--- src/rtl/kst_pkg.sv ---
package kst_pkg;
    // Serializer activity
    typedef enum logic {
        TX_IDLE = 1'b0,
        TX_BUSY = 1'b1
    } tx_state_e;

    // Framing overhead around the data bits: start, parity, stop
    localparam int FRAME_EXTRA = 3;
endpackage

--- src/rtl/kst_sync.sv ---
module kst_sync #(
    parameter int   STAGES  = 2,
    parameter logic RST_VAL = 1'b1
) (
    input  logic clk,
    input  logic rst_n,
    input  logic d,
    output logic q
);
    logic [STAGES-1:0] chain_d, chain_q;

    generate
        if (STAGES == 1) begin : g_single
            always_comb chain_d = d;
        end else begin : g_chain
            always_comb chain_d = {chain_q[STAGES-2:0], d};
        end
    endgenerate

    always_ff @(posedge clk or negedge rst_n) begin
        if (!rst_n) chain_q <= {STAGES{RST_VAL}};
        else        chain_q <= chain_d;
    end

    assign q = chain_q[STAGES-1];
endmodule

--- src/rtl/kst_shifter.sv ---
module kst_shifter
    import kst_pkg::*;
#(
    parameter int DATA_W  = 8,
    parameter int CLK_DIV = 16
) (
    input  logic              clk,
    input  logic              rst_n,
    input  logic              load,
    input  logic [DATA_W-1:0] data,
    output logic              busy,
    output logic              line
);
    localparam int NB = DATA_W + FRAME_EXTRA;
    localparam int BW = $clog2(NB);
    localparam int DW = (CLK_DIV > 1) ? $clog2(CLK_DIV) : 1;
    localparam logic [BW-1:0] LAST_BIT = BW'(NB - 1);
    localparam logic [DW-1:0] LAST_DIV = DW'(CLK_DIV - 1);

    typedef struct packed {
        tx_state_e       state;
        logic [NB-1:0]   sh;
        logic [BW-1:0]   bit_idx;
        logic [DW-1:0]   div;
        logic            line;
    } shf_t;

    shf_t r_q, r_d;

    always_comb begin
        r_d = r_q;
        case (r_q.state)
            TX_IDLE: begin
                r_d.line = 1'b1;
                if (load) begin
                    r_d.state   = TX_BUSY;
                    // stop, odd parity, data (LSB leaves first), start
                    r_d.sh      = {1'b1, ~^data, data, 1'b0};
                    r_d.bit_idx = '0;
                    r_d.div     = '0;
                    r_d.line    = 1'b0;
                end
            end
            default: begin
                if (r_q.div == LAST_DIV) begin
                    r_d.div = '0;
                    if (r_q.bit_idx == LAST_BIT) begin
                        r_d.state = TX_IDLE;
                        r_d.line  = 1'b1;
                    end else begin
                        r_d.bit_idx = r_q.bit_idx + 1'b1;
                        r_d.sh      = r_q.sh >> 1;
                        r_d.line    = r_q.sh[1];
                    end
                end else begin
                    r_d.div = r_q.div + 1'b1;
                end
            end
        endcase
    end

    always_ff @(posedge clk or negedge rst_n) begin
        if (!rst_n) begin
            r_q.state   <= TX_IDLE;
            r_q.sh      <= '1;
            r_q.bit_idx <= '0;
            r_q.div     <= '0;
            r_q.line    <= 1'b1;
        end else begin
            r_q <= r_d;
        end
    end

    assign busy = (r_q.state == TX_BUSY);
    assign line = r_q.line;


    bit_range_chk: assert property (@(posedge clk) disable iff (!rst_n)
        busy |-> (r_q.bit_idx <= LAST_BIT));

    start_low_chk: assert property (@(posedge clk) disable iff (!rst_n)
        $rose(busy) |-> !line);

    bit_hold_chk: assert property (@(posedge clk) disable iff (!rst_n)
        (busy && r_q.div != '0) |-> $stable(line));

    stop_high_chk: assert property (@(posedge clk) disable iff (!rst_n)
        $fell(busy) |-> $past(line));
endmodule

--- src/rtl/kst_repeat.sv ---
module kst_repeat #(
    parameter int TICKS = 2000
) (
    input  logic clk,
    input  logic rst_n,
    input  logic new_code,
    input  logic rep_act,
    output logic fire
);
    localparam int TW = (TICKS > 1) ? $clog2(TICKS) : 1;
    localparam logic [TW-1:0] LAST_TICK = TW'(TICKS - 1);

    typedef struct packed {
        logic          arm;
        logic [TW-1:0] tmr;
    } rpt_t;

    rpt_t r_q, r_d;

    always_comb begin
        r_d = r_q;
        if (new_code) begin
            r_d.arm = rep_act;
            r_d.tmr = '0;
        end else if (!r_q.arm || !rep_act) begin
            r_d.arm = 1'b0;
            r_d.tmr = '0;
        end else if (r_q.tmr == LAST_TICK) begin
            r_d.tmr = '0;
        end else begin
            r_d.tmr = r_q.tmr + 1'b1;
        end
    end

    assign fire = !new_code && r_q.arm && rep_act && (r_q.tmr == LAST_TICK);

    always_ff @(posedge clk or negedge rst_n) begin
        if (!rst_n) begin
            r_q.arm <= 1'b0;
            r_q.tmr <= '0;
        end else begin
            r_q <= r_d;
        end
    end


    arm_on_strobe_chk: assert property (@(posedge clk) disable iff (!rst_n)
        $rose(r_q.arm) |-> $past(new_code && rep_act));

    disarm_on_release_chk: assert property (@(posedge clk) disable iff (!rst_n)
        $fell(r_q.arm) |-> $past(!rep_act));

    interval_restart_chk: assert property (@(posedge clk) disable iff (!rst_n)
        fire |=> (r_q.tmr == '0));
endmodule

--- src/rtl/key_serial_tx.sv ---
module key_serial_tx #(
    parameter int DATA_W       = 8,
    parameter int CLK_DIV      = 16,
    parameter int REPEAT_TICKS = 2000,
    parameter int SYNC_STAGES  = 2
) (
    input  logic              clk,
    input  logic              rst_n,
    input  logic [DATA_W-1:0] key_code,
    input  logic              key_stb_n,
    input  logic              rep_n,
    input  logic              hsync_ok,
    input  logic              power_ok,
    output logic              ser_p,
    output logic              ser_n,
    output logic              rdy_p,
    output logic              rdy_n
);
    typedef struct packed {
        logic              stb_prev;
        logic [DATA_W-1:0] code;
        logic              pend;
        logic              rdy;
    } top_t;

    top_t r_q, r_d;

    logic s_stb_n, s_rep_n;
    logic fall, fire, load, busy, line;

    kst_sync #(.STAGES(SYNC_STAGES), .RST_VAL(1'b1)) u_stb_sync (
        .clk(clk), .rst_n(rst_n), .d(key_stb_n), .q(s_stb_n)
    );

    kst_sync #(.STAGES(SYNC_STAGES), .RST_VAL(1'b1)) u_rep_sync (
        .clk(clk), .rst_n(rst_n), .d(rep_n), .q(s_rep_n)
    );

    assign fall = r_q.stb_prev && !s_stb_n;
    assign load = r_q.pend && !busy;

    kst_repeat #(.TICKS(REPEAT_TICKS)) u_repeat (
        .clk(clk), .rst_n(rst_n), .new_code(fall), .rep_act(!s_rep_n), .fire(fire)
    );

    kst_shifter #(.DATA_W(DATA_W), .CLK_DIV(CLK_DIV)) u_shift (
        .clk(clk), .rst_n(rst_n), .load(load), .data(r_q.code),
        .busy(busy), .line(line)
    );

    always_comb begin
        r_d          = r_q;
        r_d.stb_prev = s_stb_n;
        if (fall) r_d.code = key_code;
        r_d.pend     = fall || fire || (r_q.pend && !load);
        r_d.rdy      = hsync_ok && power_ok;
    end

    always_ff @(posedge clk or negedge rst_n) begin
        if (!rst_n) begin
            r_q.stb_prev <= 1'b1;
            r_q.code     <= '0;
            r_q.pend     <= 1'b0;
            r_q.rdy      <= 1'b0;
        end else begin
            r_q <= r_d;
        end
    end

    assign ser_p = line;
    assign ser_n = ~line;
    assign rdy_p = r_q.rdy;
    assign rdy_n = ~r_q.rdy;


    ready_follow_chk: assert property (@(posedge clk) disable iff (!rst_n)
        rdy_p |-> $past(hsync_ok && power_ok));

    pend_kept_chk: assert property (@(posedge clk) disable iff (!rst_n)
        (r_q.pend && busy) |=> r_q.pend);

    start_from_pend_chk: assert property (@(posedge clk) disable iff (!rst_n)
        $rose(busy) |-> $past(r_q.pend));
endmodule

--- config.mk ---
export PLATFORM = sky130hd
export DESIGN_NAME = key_serial_tx
export DESIGN_NICKNAME = d
export VERILOG_FILES = /design/src/rtl/kst_pkg.sv /design/src/rtl/kst_sync.sv /design/src/rtl/kst_shifter.sv /design/src/rtl/kst_repeat.sv /design/src/rtl/key_serial_tx.sv
export SDC_FILE = /design/constraint.sdc
export NUM_CORES = 1
export LEC_CHECK = 0
export ABC_AREA = 0
export CAP_MARGIN = 20
export CORE_MARGIN = 4
export CORE_UTILIZATION = 35
export DETAILED_ROUTE_END_ITERATION = 8
export PLACE_DENSITY = 0.62
export SLEW_MARGIN = 20
export SYNTH_ARGS = -nofsm -noshare
export SYNTH_HDL_FRONTEND = slang
export SYNTH_SLANG_ARGS = --single-unit
--- constraint.sdc ---
create_clock -name clk -period 1.7 [get_ports clk]
set_input_delay 0.255 -clock clk [delete_from_list [all_inputs] [get_ports clk]]
set_output_delay 0.255 -clock clk [all_outputs]
set_load 0.05 [all_outputs]
==> results by group <==
Status
  – Outcome: complete, no violations

Job
  – Maximum Capacitance Violations: 0

Power and ir drop
  – Power Total: 3.158 mW
  – P_leak: 1.049 nW
  – Switching share of power: 0.2874
  – Power density over cell area: 1225 nW/µm²
  – Switching power: 0.9076 mW
  – Cell Int Power: 2.250 mW
  – Sequential Power Share: 0.513
  – Clock Power Share: 0.246
  – Comb pwr share: 0.241
  – Worst VDD drop: 750.8 µV

Clock network
  – Total CTS buffers: 5
  – CTS tree: yes
  – Clock slew at reported path FFs: 0.08 ns
  – Longest Clk Path Bufs: 2
  – CTS H-tree depth: 2
  – CTS Sinks: 47
  – Root buffer cell: clkbuf_8
  – Worst skew pair latency: 0.29 ns
  – Post-CTS setup repair buffer count: 0

Detailed routing
  – Vias: 1404
  – Antenna viol nets, final: 0
  – DR iter-0 viols: 63
  – Vias per cell: 4.743
  – Final wirelength: 3684 µm
  – WL per Instance: 12.45 µm
  – First-pass detailed-route iteration total: 4
  – DRC viols: 0

Global routing
  – Total GRT Usage: 0.1100
  – First-pass GRT wire length: 6423 µm
  – Initial antenna violation count: 0
  – Most Used Layer, Global Route: met2
  – Met3 GRT Util: 0.03232
  – Overflow after GRT: 0
  – Largest net degree at the start of global routing: 22
  – Met1 GRT Util: 0.1381
  – Vias in the first global route: 1458
  – GR Util met2: 0.1725

Place
  – GPL Wtd Cong: 0.7576
  – Port buffer count: 17
  – Dpl hpwl: 2768 µm
  – Minimum setup slack after placement: -0.005114 ns

Finish
  – Layout cells sized above 1: 0.2579
  – Inserted Diodes: 0
  – Fin util: 0.4328
  – Fin nets: 239
  – Area grow syn2layout: 19.84%
  – Most frequent cells in the layout: 31 x dfrtp_1, 21 x nor2_1, 16 x dfstp_2
  – Commonest non-fill, non-tap cell in the layout: dfrtp_1

Floorplanning
  – Die height: 86.39 µm
  – Row cnt: 28
  – Core Region: 5956 µm²
  – IO Pins: 18
  – Die area: 7463 µm²
  – Starting Density: 0.3611
  – Die X: 86.39 µm

Timing
  – Clk_skew: 0.006756 ns
  – Clock period minus worst slack: 1.585 ns
  – Least-Margin Pin Slew: 0.4155 ns
  – Rel. slew slack: 0.7230
  – Final setup fails: 0
  – Slew Limit Fails: 0
  – Peak Freq: 0.6308 GHz
  – Setup ws final: 0.1147 ns
  – Fin crit share: 0.9325
  – Final hold viol count: 0
  – Unrepaired setup endpoints after global routing: false

Yosys
  – Number of library cell types mapped by synthesis: 39
  – Synth Net Count: 208
  – Mapped Avg Cell Area: 11.32 µm²
  – Syn Std Cell Area: 2151 µm²
  – Cells after Synth: 190
  – Synth Register Bits: 47
  – Synth warn: 0
  – Register area share after synthesis: 0.5561

Worst setup path
  – Reg-to-reg slack, setup: 0.11 ns
  – Req. time, crit path: 1.89 ns
  – CP max FO: 5
  – Crit end category: flip-flop
  – CP startpoint kind: flip-flop
  – Worst EP arrival: 1.77 ns
  – CP Class: reg2reg

Min path
  – Hold Path Class: reg2reg
cells in the mapped netlist:
cell	instances	area share
clkbuf_1	2	0.0035
nor2b_1	4	0.012
dfrtp_1	31	0.36
a31oi_1	1	0.0029
nand3_1	3	0.0070
ha_1	4	0.023
mux2_2	8	0.042
a21oi_1	6	0.014
nor2_1	21	0.037
nand3b_1	1	0.0035
nand2b_1	3	0.0087
a211oi_4	1	0.0093
and2_1	1	0.0029
o211ai_1	1	0.0035
inv_1	15	0.026
a21oi_2	1	0.0041
a22o_1	2	0.0081
nand2_1	6	0.010
a221oi_1	1	0.0041
buf_2	2	0.0047
xor2_1	3	0.012
nor3b_1	1	0.0035
or3b_1	1	0.0041
and4b_4	1	0.0064
a221o_2	1	0.0052
a21o_1	3	0.010
buf_6	3	0.016
and4_1	1	0.0041
a22oi_1	8	0.028
nor4_2	1	0.0058
o21ai_0	12	0.028
nand4_1	3	0.0087
nand3_2	2	0.0093
nor3_1	3	0.0070
a21boi_0	1	0.0035
dfstp_2	16	0.20
xnor2_1	14	0.057
and3b_1	1	0.0041
a21bo_2	1	0.0047
cells by family after synthesis:
kind of cell    synth area share
simple gates              0.1338
buf+inv                  0.05003
fa+ha+maj                0.02327
mux                      0.04189
xor+xnor                 0.06923
compound gates            0.1257
flops                     0.5561
registers in the layout (all words and copies together) (netlist names):
register            cells
u_repeat.r_q           12
u_stb_sync.chain_q      2
u_rep_sync.chain_q      2
rdy_p                   1
u_shift.line            1
u_shift.busy            1
u_shift.r_q            18
r_q                    10
layer usage:
layer / vias up / share of wire
met5: - / 0
met4: 0 / 0.023
met3: 6 / 0.033
met2: 19 / 0.46
met1: 676 / 0.48
li1: 703 / -
area by class of cell:
class                      instances  area, µm²
timing repair buffer              31      279.0
clock buffer                       6      72.57
sequential                        47       1196
clock inverter                     1      30.03
tap                               75      93.84
multi-input combinational        121      849.6
fill                             588       3378
inverter                          15      56.30
final timing paths:
check                                       from               endpoint  cells after the start
max reg2reg                       u_shift.r_q[2]         u_shift.r_q[6]                      5
min                        u_stb_sync.chain_q[0]  u_stb_sync.chain_q[1]                      0
min in group asynchronous                  rst_n                  rdy_p                      2
max in group asynchronous                  rst_n        u_shift.r_q[11]                      3
max                               u_shift.r_q[2]         u_shift.r_q[6]                      5
min reg2reg                u_stb_sync.chain_q[0]  u_stb_sync.chain_q[1]                      0
power groups by stage:
stage,clock [mW],combinational [mW],sequential [mW]
2_1_floorplan,0,0.533,1.62
3_3_place_gp,0,0.745,1.63
3_5_place_dp,0,0.766,1.64
4_1_cts,0.809,0.768,1.62
5_1_grt,0.853,0.852,1.65
6_report,0.776,0.761,1.62
through the flow:
stage | hold WS (ns) | setup TNS (ns) | std cells | instance area [µm²]
floorplan | -0.04059 | 0 | 190 | 2151
global placement | 0.2102 | 0 | 288 | 2459
detailed placement | 0.2121 | -0.005114 | 288 | 2459
CTS | 0.3503 | 0 | 296 | 2574
global route | 0.3407 | 0 | 296 | 2577
finish | 0.3587 | 0 | 296 | 2577
timing repair:
action	4_1_cts	5_1_grt
pin swaps	0	0
setup endpoints to repair	6	1
gates resized for setup	1	1
endpoints found under the hold margin	7	0
hold buffers	1	0
critical path, cell delays in order, from the launching register on:
cell and delay (ns):
dfrtp_1 0.40, ha_1 0.26, nand3_2 0.14, a211oi_4 0.34, inv_1 0.10, a22o_1 0.24
Power figures use the tool's default switching activity.
